$ cat src/rtl/fbg_pkg.sv
`timescale 1ns/1ps
package fbg_pkg;

  localparam int unsigned CFG_SEL_W  = 3;
  localparam int unsigned CFG_DATA_W = 8;

  localparam int unsigned LINE_ACCESS_BIT = 0;
  localparam int unsigned MODE_PRE_BIT    = 0;
  localparam int unsigned MODE_8X_BIT     = 1;
  localparam int unsigned MODE_4X_BIT     = 2;

  typedef enum logic [CFG_SEL_W-1:0] {
    SEL_LINE     = 3'd0,
    SEL_MODE     = 3'd1,
    SEL_DIV_LO   = 3'd2,
    SEL_DIV_HI   = 3'd3,
    SEL_DIV_FRAC = 3'd4
  } cfg_sel_e;

  typedef enum logic [1:0] {
    OVS_16X = 2'd0,
    OVS_8X  = 2'd1,
    OVS_4X  = 2'd2
  } ovs_mode_e;

  // 4X wins when both mode bits are set
  function automatic ovs_mode_e decode_ovs(input logic b8, input logic b4);
    if (b4) return OVS_4X;
    if (b8) return OVS_8X;
    return OVS_16X;
  endfunction

endpackage

$ cat src/rtl/fbg_regs.sv
`timescale 1ns/1ps
module fbg_regs
  import fbg_pkg::*;
#(
  parameter int unsigned INT_W  = 16,
  parameter int unsigned FRAC_W = 4
) (
  input  logic                  clk,
  input  logic                  rst_n,
  input  logic                  cfg_we_i,
  input  logic [CFG_SEL_W-1:0]  cfg_sel_i,
  input  logic [CFG_DATA_W-1:0] cfg_wdata_i,
  output logic [INT_W-1:0]      int_div_o,
  output logic [FRAC_W-1:0]     frac_o,
  output logic                  pre_sel_o,
  output ovs_mode_e             ovs_mode_o,
  output logic                  clr_o
);

  localparam int unsigned LO_W = CFG_DATA_W;
  localparam int unsigned HI_W = INT_W - LO_W;

  cfg_sel_e sel_w;
  logic     line_we, mode_we, lo_we, hi_we, frac_we;

  logic              access_q;
  logic [LO_W-1:0]   lo_q;
  logic [HI_W-1:0]   hi_q;
  logic [FRAC_W-1:0] frac_q;
  logic              pre_q;
  ovs_mode_e         mode_q;

  logic              access_d;
  logic [LO_W-1:0]   lo_d;
  logic [HI_W-1:0]   hi_d;
  logic [FRAC_W-1:0] frac_d;
  logic              pre_d;
  ovs_mode_e         mode_d;

  // write decode: divisor registers are gated by the access bit
  always_comb begin
    sel_w   = cfg_sel_e'(cfg_sel_i);
    line_we = cfg_we_i && (sel_w == SEL_LINE);
    mode_we = cfg_we_i && (sel_w == SEL_MODE);
    lo_we   = cfg_we_i && access_q && (sel_w == SEL_DIV_LO);
    hi_we   = cfg_we_i && access_q && (sel_w == SEL_DIV_HI);
    frac_we = cfg_we_i && access_q && (sel_w == SEL_DIV_FRAC);
  end

  always_comb begin
    access_d = cfg_wdata_i[LINE_ACCESS_BIT];
    lo_d     = cfg_wdata_i[LO_W-1:0];
    hi_d     = cfg_wdata_i[HI_W-1:0];
    frac_d   = cfg_wdata_i[FRAC_W-1:0];
    pre_d    = cfg_wdata_i[MODE_PRE_BIT];
    mode_d   = decode_ovs(cfg_wdata_i[MODE_8X_BIT], cfg_wdata_i[MODE_4X_BIT]);
  end

  always_ff @(posedge clk or negedge rst_n) begin
    if (!rst_n) begin
      access_q <= 1'b0;
      lo_q     <= LO_W'(1);
      hi_q     <= '0;
      frac_q   <= '0;
      pre_q    <= 1'b0;
      mode_q   <= OVS_16X;
    end else begin
      if (line_we) access_q <= access_d;
      if (lo_we)   lo_q     <= lo_d;
      if (hi_we)   hi_q     <= hi_d;
      if (frac_we) frac_q   <= frac_d;
      if (mode_we) begin
        pre_q  <= pre_d;
        mode_q <= mode_d;
      end
    end
  end

  assign int_div_o  = {hi_q, lo_q};
  assign frac_o     = frac_q;
  assign pre_sel_o  = pre_q;
  assign ovs_mode_o = mode_q;
  assign clr_o      = lo_we || hi_we || frac_we || mode_we;

  AST_DIV_LOCKED: assert property (@(posedge clk) disable iff (!rst_n)
    (cfg_we_i && !access_q) |=> ($stable(lo_q) && $stable(hi_q) && $stable(frac_q)));

endmodule

$ cat src/rtl/fbg_prescale.sv
`timescale 1ns/1ps
module fbg_prescale #(
  parameter int unsigned RATIO = 4
) (
  input  logic clk,
  input  logic rst_n,
  input  logic clr_i,
  input  logic pre_sel_i,
  output logic en_o
);

  localparam int unsigned CW = (RATIO > 1) ? $clog2(RATIO) : 1;

  logic [CW-1:0] pcnt_q, pcnt_d;

  always_comb begin
    if (clr_i || !pre_sel_i)
      pcnt_d = '0;
    else if (pcnt_q == CW'(RATIO - 1))
      pcnt_d = '0;
    else
      pcnt_d = pcnt_q + 1'b1;
  end

  always_ff @(posedge clk or negedge rst_n) begin
    if (!rst_n) pcnt_q <= '0;
    else        pcnt_q <= pcnt_d;
  end

  assign en_o = !pre_sel_i || (pcnt_q == '0);

  generate
    if (RATIO > 1) begin : g_gap_chk
      AST_PRESCALE_GAP: assert property (@(posedge clk) disable iff (!rst_n)
        (pre_sel_i && en_o && !clr_i) |=> (!en_o || !pre_sel_i));
    end
  endgenerate

endmodule

$ cat src/rtl/fbg_divider.sv
`timescale 1ns/1ps
module fbg_divider #(
  parameter int unsigned INT_W  = 16,
  parameter int unsigned FRAC_W = 4
) (
  input  logic              clk,
  input  logic              rst_n,
  input  logic              clr_i,
  input  logic              step_i,
  input  logic [INT_W-1:0]  int_div_i,
  input  logic [FRAC_W-1:0] frac_i,
  output logic              tick_o
);

  logic [INT_W-1:0]  cnt_q, cnt_d;
  logic [FRAC_W-1:0] acc_q, acc_d;
  logic              tick_q, tick_d;

  logic [INT_W-1:0]  int_eff;
  logic [FRAC_W:0]   acc_sum;
  logic              carry;
  logic [INT_W-1:0]  last_idx;
  logic              at_last;
  logic              wrap;

  // period length = max(int,1) + carry of this period's accumulation
  always_comb begin
    int_eff  = (int_div_i == '0) ? INT_W'(1) : int_div_i;
    acc_sum  = {1'b0, acc_q} + {1'b0, frac_i};
    carry    = acc_sum[FRAC_W];
    last_idx = int_eff - INT_W'(1) + {{(INT_W-1){1'b0}}, carry};
    at_last  = (cnt_q == last_idx);
    wrap     = step_i && at_last;
  end

  always_comb begin
    if (clr_i)       cnt_d = '0;
    else if (wrap)   cnt_d = '0;
    else if (step_i) cnt_d = cnt_q + 1'b1;
    else             cnt_d = cnt_q;

    if (clr_i)     acc_d = '0;
    else if (wrap) acc_d = acc_sum[FRAC_W-1:0];
    else           acc_d = acc_q;

    tick_d = wrap && !clr_i;
  end

  always_ff @(posedge clk or negedge rst_n) begin
    if (!rst_n) begin
      cnt_q  <= '0;
      acc_q  <= '0;
      tick_q <= 1'b0;
    end else begin
      cnt_q  <= cnt_d;
      acc_q  <= acc_d;
      tick_q <= tick_d;
    end
  end

  assign tick_o = tick_q;

  AST_CNT_IN_RANGE: assert property (@(posedge clk) disable iff (!rst_n)
    cnt_q <= last_idx);
  AST_ACC_STEADY: assert property (@(posedge clk) disable iff (!rst_n)
    (!clr_i && !(step_i && at_last)) |=> $stable(acc_q));
  AST_TICK_AFTER_STEP: assert property (@(posedge clk) disable iff (!rst_n)
    tick_q |-> $past(step_i));

endmodule

$ cat src/rtl/fbg_oversample.sv
`timescale 1ns/1ps
module fbg_oversample
  import fbg_pkg::*;
#(
  parameter int unsigned OS_MAX = 16
) (
  input  logic      clk,
  input  logic      rst_n,
  input  logic      clr_i,
  input  logic      sample_i,
  input  ovs_mode_e mode_i,
  output logic      bit_o
);

  localparam int unsigned CW = $clog2(OS_MAX);

  logic [CW-1:0] cnt_q, cnt_d;
  logic [CW-1:0] os_last;
  logic          at_last;

  always_comb begin
    case (mode_i)
      OVS_16X: os_last = CW'(OS_MAX - 1);
      OVS_8X:  os_last = CW'(OS_MAX / 2 - 1);
      default: os_last = CW'(OS_MAX / 4 - 1);
    endcase
    at_last = (cnt_q == os_last);
  end

  always_comb begin
    if (clr_i)                cnt_d = '0;
    else if (sample_i && at_last) cnt_d = '0;
    else if (sample_i)        cnt_d = cnt_q + 1'b1;
    else                      cnt_d = cnt_q;
  end

  always_ff @(posedge clk or negedge rst_n) begin
    if (!rst_n) cnt_q <= '0;
    else        cnt_q <= cnt_d;
  end

  assign bit_o = sample_i && at_last;

  AST_OS_CNT_RANGE: assert property (@(posedge clk) disable iff (!rst_n)
    cnt_q <= os_last);

endmodule

$ cat src/rtl/frac_baud_gen.sv
`timescale 1ns/1ps
module frac_baud_gen
  import fbg_pkg::*;
#(
  parameter int unsigned INT_W     = 16,
  parameter int unsigned FRAC_W    = 4,
  parameter int unsigned PRE_RATIO = 4,
  parameter int unsigned OS_MAX    = 16
) (
  input  logic       clk,
  input  logic       rst_n,
  input  logic       cfg_we,
  input  logic [2:0] cfg_sel,
  input  logic [7:0] cfg_wdata,
  output logic       sample_tick,
  output logic       bit_tick
);

  localparam int unsigned CHK_W = $clog2(OS_MAX) + 1;

  logic [1:0]        rst_pipe_q;
  logic              rst_sync_n;
  logic [INT_W-1:0]  int_div;
  logic [FRAC_W-1:0] frac;
  logic              pre_sel;
  ovs_mode_e         ovs_mode;
  logic              clr;
  logic              step;

  // asynchronous assert, synchronous release
  always_ff @(posedge clk or negedge rst_n) begin
    if (!rst_n) rst_pipe_q <= '0;
    else        rst_pipe_q <= {rst_pipe_q[0], 1'b1};
  end
  assign rst_sync_n = rst_pipe_q[1];

  fbg_regs #(.INT_W(INT_W), .FRAC_W(FRAC_W)) u_regs (
    .clk        (clk),
    .rst_n      (rst_sync_n),
    .cfg_we_i   (cfg_we),
    .cfg_sel_i  (cfg_sel),
    .cfg_wdata_i(cfg_wdata),
    .int_div_o  (int_div),
    .frac_o     (frac),
    .pre_sel_o  (pre_sel),
    .ovs_mode_o (ovs_mode),
    .clr_o      (clr)
  );

  fbg_prescale #(.RATIO(PRE_RATIO)) u_pre (
    .clk      (clk),
    .rst_n    (rst_sync_n),
    .clr_i    (clr),
    .pre_sel_i(pre_sel),
    .en_o     (step)
  );

  fbg_divider #(.INT_W(INT_W), .FRAC_W(FRAC_W)) u_div (
    .clk      (clk),
    .rst_n    (rst_sync_n),
    .clr_i    (clr),
    .step_i   (step),
    .int_div_i(int_div),
    .frac_i   (frac),
    .tick_o   (sample_tick)
  );

  fbg_oversample #(.OS_MAX(OS_MAX)) u_ovs (
    .clk     (clk),
    .rst_n   (rst_sync_n),
    .clr_i   (clr),
    .sample_i(sample_tick),
    .mode_i  (ovs_mode),
    .bit_o   (bit_tick)
  );

  // spacing checker: independent count of sampling strobes per bit strobe
  logic [CHK_W-1:0] chk_cnt_q;
  logic [CHK_W-1:0] chk_need;

  always_comb begin
    case (ovs_mode)
      OVS_16X: chk_need = CHK_W'(OS_MAX - 1);
      OVS_8X:  chk_need = CHK_W'(OS_MAX / 2 - 1);
      default: chk_need = CHK_W'(OS_MAX / 4 - 1);
    endcase
  end

  always_ff @(posedge clk or negedge rst_sync_n) begin
    if (!rst_sync_n)      chk_cnt_q <= '0;
    else if (clr)         chk_cnt_q <= '0;
    else if (bit_tick)    chk_cnt_q <= '0;
    else if (sample_tick) chk_cnt_q <= chk_cnt_q + 1'b1;
  end

  AST_BIT_SPACING: assert property (@(posedge clk) disable iff (!rst_sync_n)
    bit_tick |-> (chk_cnt_q == chk_need));

endmodule

$ cat config.mk
export PLATFORM = sky130hd
export DESIGN_NAME = frac_baud_gen
export DESIGN_NICKNAME = d
export VERILOG_FILES = /design/src/rtl/fbg_pkg.sv /design/src/rtl/fbg_regs.sv /design/src/rtl/fbg_prescale.sv /design/src/rtl/fbg_divider.sv /design/src/rtl/fbg_oversample.sv /design/src/rtl/frac_baud_gen.sv
export SDC_FILE = /design/constraint.sdc
export NUM_CORES = 1
export LEC_CHECK = 0
export BUFFER_PORTS_ARGS = -buffer_cell sky130_fd_sc_hd__buf_4
export CAP_MARGIN = 20
export CORE_ASPECT_RATIO = 0.7
export CORE_MARGIN = 3
export CORE_UTILIZATION = 50
export DETAILED_ROUTE_END_ITERATION = 7
export PLACE_DENSITY = 0.79
export SYNTH_ARGS = -nofsm -noshare
export SYNTH_HDL_FRONTEND = slang
export SYNTH_SLANG_ARGS = --single-unit
$ cat constraint.sdc
create_clock -name clk -period 1.81 [get_ports clk]
set_clock_uncertainty 0.2 [all_clocks]
set_input_delay 0.362 -clock clk [delete_from_list [all_inputs] [get_ports clk]]
set_output_delay 0.362 -clock clk [all_outputs]
set_load 0.01 [all_outputs]
Word level (Yosys, flattened, before mapping)
Cells that the tools add are included.
{ "op_classes": {"addsub": 6, "n_mul": 0, "div_mod_pow": 0, "order_cmp": 0, "n_eq_ne": 8, "shifts": 0, "muxes": 19, "bitwise_logic": 0, "reduce_logical": 23} }
{ "op_table": {"columns": ["operator", "count"], "rows": [
  ["$mux 16", 4],
  ["$mux 4", 5],
  ["$add 16x1->16", 1],
  ["$add 16x1->16 const B", 1],
  ["$eq 16x16->1", 1],
  ["$logic_not 16->1", 1],
  ["$sub 16x1->16 const B", 1],
  ["$mux 2", 6],
  ["$logic_and 1x1->1", 9],
  ["$pmux 4 s2", 1],
  ["$eq 3x2->1 const B", 2],
  ["$reduce_bool 3->1", 2],
  ["$add 4x4->5", 1],
  ["$logic_or 1x1->1", 5],
  ["$add 4x1->4 const B", 1],
  ["$eq 4x4->1", 1],
  ["$logic_not 2->1", 2],
  ["$eq 3x1->1 const B", 1],
  ["$eq 3x3->1 const B", 1],
  ["$logic_not 3->1", 1],
  ["$mux 1", 3],
  ["$add 2x1->2 const B", 1],
  ["$eq 2x1->1 const B", 1],
  ["$eq 2x2->1 const B", 1],
  ["2 further kinds", 3]
]} }
{ "totals": {"ff_bits": 53, "latch_bits": 0, "ramBits": 0, "mem_bits_ro": 0, "input_bits": 14, "out_inout_bits": 2, "word_cells": 68, "memories": 0} }

Logic depth before layout (Yosys ltp)
{ "logic_depth": {"depth_word": 8, "depth_mapped": 15, "mapped_depth_nobuf": 14} }

Hierarchy
Synthesis repeated with hierarchy kept, for this count alone.
{ "hier_totals": {"cells_unflattened": 292, "area_unflattened_um2": 3135.5} }
{ "by_module_without_submodules": {"columns": ["module", "instances", "cells_per_inst", "area_each_um2", "seq_area_each_um2"], "rows": [
  ["fbg_divider", 1, 197, 1765.4, 525.5],
  ["fbg_regs", 1, 60, 967.2, 601.8],
  ["fbg_oversample", 1, 23, 236.5, 100.1],
  ["fbg_prescale", 1, 9, 112.6, 50.0],
  ["frac_baud_gen", 1, 3, 53.8, 50.0]
]} }

Worst setup path before layout
OpenSTA, ideal clock, no wires.
{ "synth_path": {"kind": "register -> register", "startpoint": "register u_regs.frac_q[0], in the netlist u_regs.frac_o[0]", "endpoint": "register u_div.acc_q[1]", "setup_ns": 0.125, "t_arrival_ns": 3.392, "path_slack_ns": -1.907, "stages_incl_launch_ff": 15, "cell_sequence": "dfrtp_1 > ha_1 > inv_1 > fa_1 > inv_1 > a21o_1 > a21oi_1 > ha_1 > or3b_1 > buf_2 > or4_4 > a2111oi_4 > and4_1 > o2111ai_4 > mux2_4"} }
{ "synth_via": {"elab_chain_len": 5, "elab_cells_between_ends": 7, "cone_classes": "add/sub: 2; eq/ne: 1; mux: 2; reduce/logical: 2"} }
{ "synth_rtl": {"columns": ["item", "line_no", "text"], "rows": [
  ["start, declared", "fbg_regs.sv:29", "logic [FRAC_W-1:0] frac_q;"],
  ["start signal, assigned", "fbg_regs.sv:71", "if (frac_we) frac_q <= frac_d;"],
  ["$add 4x4->5 *", "fbg_divider.sv:29", "acc_sum = {1'b0, acc_q} + {1'b0, frac_i};"],
  ["$add 16x1->16", "fbg_divider.sv:31", "last_idx = int_eff - INT_W'(1) + {{(INT_W-1){1'b0}}, carry};"],
  ["$eq 16x16->1", "fbg_divider.sv:32", "at_last = (cnt_q == last_idx);"],
  ["$logic_and 1x1->1", "fbg_divider.sv:33", "wrap = step_i && at_last;"],
  ["$reduce_bool 2->1 (no source line)", null, null],
  ["end signal, assigned", "fbg_divider.sv:52", "acc_q <= '0;"],
  ["end signal, assigned", "fbg_divider.sv:56", "acc_q <= acc_d;"],
  ["end, declared", "fbg_divider.sv:16", "logic [FRAC_W-1:0] acc_q, acc_d;"]
]} }
Every way passes the cells marked *; elsewhere a longest branch is shown, timed or not. The select of a mux whose other input is x is not followed.
A chain may end at the register's enable or synchronous reset.

Final worst setup path
{ "layout_path": {"startpoint": "register u_div.acc_q[0]", "endpoint": "register u_div.acc_q[3]"} }
{ "layout_via": {"elab_chain_len": 5, "elab_cells_between_ends": 7, "cone_classes": "add/sub: 2; eq/ne: 1; mux: 2; reduce/logical: 2"} }
{ "layout_rtl": {"columns": ["item", "line_no"], "rows": [
  ["$add 4x4->5 *", "fbg_divider.sv:29"],
  ["$add 16x1->16", "fbg_divider.sv:31"],
  ["$eq 16x16->1", "fbg_divider.sv:32"],
  ["$logic_and 1x1->1", "fbg_divider.sv:33"],
  ["$reduce_bool 2->1 (no source line)", null]
]} }
Marks and branches as above.

==> results.sh <==
export IMPL_num_vias=2748
export IMPL_ctsRootBufferMaster="clkbuf_8"
export IMPL_numCtsBuffers=5
export IMPL_setup_tns_ns=-35.81
export IMPL_h_tree_depth=2
export IMPL_tightestPinTransition_ns=0.683
export IMPL_critPathCaptureType="register"
export IMPL_ys_warn_count=0
export IMPL_syn2layout_area_growth_pct=30.9
export IMPL_track_usage_pct=23.3
export IMPL_synth_seq_area_share_pct=41.6
export IMPL_clock_power_share_pct=14.0
export IMPL_row_count=23
export IMPL_synth_area_leaders="dfrtp_1 (41%), xnor2_1 (8.2%), mux2_2 (7.8%), ha_1 (3.9%), xor2_1 (3.0%)"
export IMPL_die_y_um=72.9
export IMPL_p_leak_nw=1.90
export IMPL_grt_pass1_wl_um=13300
export IMPL_setup_viol=22
export IMPL_grt_pass1_vias=2734
export IMPL_arrival_ns=3.61
export IMPL_ant_nets=0
export IMPL_synth_cell_types=57
export IMPL_p_sw_share_pct=37.9
export IMPL_start_util_pct=53.6
export IMPL_outcome="finished, violations left"
export IMPL_wl_um=8270
export IMPL_drv_slew=0
export IMPL_cp_slowest_stage_delay_ns=0.44
export IMPL_cts_buffer_depth=2
export IMPL_syn_num_nets=332
export IMPL_clk_pin_slew_ns=0.10
export IMPL_slew_headroom_pct=53.3
export IMPL_holdWs_ns=0.0700
export IMPL_yosys_area_top_type_share_pct=40.7
export IMPL_violations="setup timing"
export IMPL_yosys_area_top_type="dfrtp_1"
export IMPL_path_class="register to register"
export IMPL_register_area_um2=1330
export IMPL_vdd_drop_max_v=0.000777
export IMPL_avgSynthCellArea_um2=10.4
export IMPL_dp_final_hpwl_um=6330
export IMPL_cts_sinks=53
export IMPL_critPathTopFamily="simple AND/OR/NAND/NOR gates"
export IMPL_synthCells=307
export IMPL_rsz0062_at_grt="true"
export IMPL_synth_seq_cells=53
export IMPL_hp_class="register to asynchronous set/reset pin"
export IMPL_boundaryPins=16
export IMPL_critPathBufInv=3
export IMPL_seq_power_share_pct=34.2
export IMPL_portBuffers=15
export IMPL_antenna_found_initial=0
export IMPL_internal_power_w=0.00294
export IMPL_ys_flop_type="dfrtp_1"
export IMPL_wl_per_cell_um=17.2
export IMPL_startpoint_type="register"
export IMPL_synth_area_um2=3190
export IMPL_fin_crit_ns=3.59
export IMPL_crit_slowest_cell="or4_4"
export IMPL_timing_max_cap_violations=0
export IMPL_drcViolationCount=0
export IMPL_layout_drive_gt1_share_pct=39.8
export IMPL_antenna_cells=0
export IMPL_multi_input_area_um2=1840
export IMPL_switching_power_w=0.00180
export IMPL_grt_max_degree=27
export IMPL_setup_ws_ns=-1.78
export IMPL_dr_pass1_iters=5
export IMPL_routed_via_density=5.73
export IMPL_first_iter_violations=166
export IMPL_clock_latency_ns=0.31
export IMPL_die_area_um2=7400
export IMPL_critPathRequiredTime_ns=1.83
export IMPL_place_ws_ns=-1.77
export IMPL_nFillCells=427
export IMPL_max_freq_mhz=278
export IMPL_grt_overflow=0
export IMPL_core_area_um2=5960
export IMPL_routabilityCongestion=0.866
export IMPL_cts_tree="yes"
export IMPL_synth_edf_count=0
export IMPL_cp_cell_sequence="ha_2 -> inv_2 -> fa_2 -> inv_2 -> a21o_1 -> a21oi_2 -> ha_2 -> or3b_4 -> or4_4 -> a2111oi_4 -> and4_1 -> o2111ai_4 -> buf_6 -> mux2i_1"
export IMPL_chipWidth_um=102
export IMPL_async_reset_ff_share_pct=100
export IMPL_combPwrFrac_pct=51.8
export IMPL_hold_viol_final=0
export IMPL_cellPowerDensity_nw_per_um2=1130
export IMPL_critPathMaxFanout=3
export IMPL_nNetsFinal=429
export IMPL_period_share_pct=198
-- power by group through the flow --
stage          registers (W)  logic [W]  clock network [W]
2_1_floorplan        0.00169    0.00127                  0
3_3_place_gp         0.00162    0.00220                  0
3_5_place_dp         0.00164    0.00229                  0
4_1_cts              0.00162    0.00234           0.000677
5_1_grt              0.00165    0.00265           0.000731
6_report             0.00162    0.00246           0.000664
-- per-layer routing --
layer	GRT usage, %	wire length, um	part of all wire (%)	vias to the layer above
met2	35.2	3730	45	90
met1	34.1	3990	48	1345
met3	4.49	455	5.5	11
met4	6.93	99	1.2	0
li1	-	-	-	1302
met5	0	0	0	-
-- cells by family (layout without fill, tap and decap cells) --
group | after synthesis | after routing | synth area share [%]
compound gates | 47 | 47 | 12.1
xor+xnor | 41 | 41 | 11.2
fa+ha+maj | 11 | 11 | 4.54
buf+inv | 22 | 120 | 3.09
flops | 53 | 53 | 41.6
mux | 27 | 27 | 9.48
other cells | 1 | 1 | 0.117
simple gates | 105 | 105 | 17.9
-- sequential cells by signal (all words and copies together), names as in the netlist --
name	count
u_regs.pre_sel_o	1
u_regs.access_q	1
u_div.tick_o	1
u_regs.ovs_mode_o	2
u_div.acc_q	4
rst_pipe_q	2
u_div.cnt_q	16
u_ovs.cnt_q	4
u_regs.hi_q	8
u_regs.lo_q	8
u_regs.frac_o	4
u_pre.pcnt_q	2
-- area by class of cell --
class	count	share of cell area, %
multi-input cells	232	44.0
repair buffers	99	18.8
inverters	13	1.17
well taps	75	2.24
clock buffers	7	1.82
clock inverters	1	0.179
flip-flops and latches	53	31.8
-- worst reg2reg max path, stage by stage (launching register included) --
cell,delay (ns)
dfrtp_1,0.41
ha_2,0.20
inv_2,0.05
fa_2,0.20
inv_2,0.03
a21o_1,0.15
a21oi_2,0.12
ha_2,0.19
or3b_4,0.38
or4_4,0.44
a2111oi_4,0.32
and4_1,0.29
o2111ai_4,0.15
buf_6,0.17
mux2i_1,0.19
-- per-stage QoR --
stage | utilization, % | instance area, um^2 | power [W] | instances
floorplan | - | 3230 | 0.00296 | 307
global placement | 67.1 | 4000 | 0.00382 | 466
detailed placement | 67.1 | 4000 | 0.00393 | 466
CTS | 69.4 | 4130 | 0.00463 | 478
global route | 70.2 | 4180 | 0.00503 | 480
finish | 70.2 | 4180 | 0.00474 | 480
-- timing repair --
action | in CTS | in global routing
resized for setup | 4 | 8
endpoints found under the hold margin | 2 | 0
pin swaps | 7 | 7
setup endpoints to repair | 22 | 23
setup buffers | 3 | 3
hold buffers | 1 | 0
-- synth_stat cells, drive strengths merged (3+ instances only) --
library cell / number
nand4: 7
ha: 10
nor2: 33
and4: 3
nor4: 4
mux2: 23
mux2i: 4
clkbuf: 6
nand3: 10
o31ai: 3
nor3: 3
a21oi: 6
or4: 4
nor3b: 4
xnor2: 30
dfrtp: 52
and3: 4
nor2b: 3
xor2: 11
nand2: 20
buf: 3
o21ai: 10
a2111oi: 11
inv: 13
-- final timing paths --
check                                           startpoint                            to  slack [ns]  depth (start not counted)
worst max-delay path            u_div.acc_q[0]$_DFFE_PN0P_    u_div.acc_q[3]$_DFFE_PN0P_       -1.78                         14
worst min-delay path               rst_pipe_q[1]$_DFF_PN0_  u_regs.frac_o[2]$_DFFE_PN0P_        0.07                          1
worst max register to register  u_div.acc_q[0]$_DFFE_PN0P_    u_div.acc_q[3]$_DFFE_PN0P_       -1.78                         14
worst min register to register     rst_pipe_q[1]$_DFF_PN0_  u_regs.frac_o[2]$_DFFE_PN0P_        0.07                          1
max in group asynchronous          rst_pipe_q[1]$_DFF_PN0_    u_regs.lo_q[0]$_DFFE_PN1P_        1.05                          1
min in group clk                              cfg_wdata[7]    u_regs.lo_q[7]$_DFFE_PN0P_        0.10                          2
-- layout by cell type, fill, tap and decap left out, types with 2 or more instances in the layout --
cell,Yosys,final
nand3_1,10,9
nor2b_1,3,3
a2111oi_0,10,10
clkbuf_1,6,2
nand4_1,7,7
nor4_1,4,3
o21ai_0,9,8
ha_2,0,2
a211oi_1,2,2
inv_2,0,2
xnor2_1,30,30
or4_1,3,3
dfrtp_1,52,50
and3_1,4,4
nor2_2,10,10
o31ai_1,2,2
nor3b_1,4,2
a21o_1,2,2
inv_1,13,11
ha_1,10,8
xor2_1,11,11
o21a_1,2,2
nand2_1,20,20
mux2i_1,4,4
buf_12,0,3
mux2_2,22,22
buf_4,0,94
a21oi_1,6,5
nor3_1,3,3
clkbuf_8,0,5
nor2_1,23,23
dfrtp_2,0,2
and4_1,3,3
(Power assumes the default switching activity.)
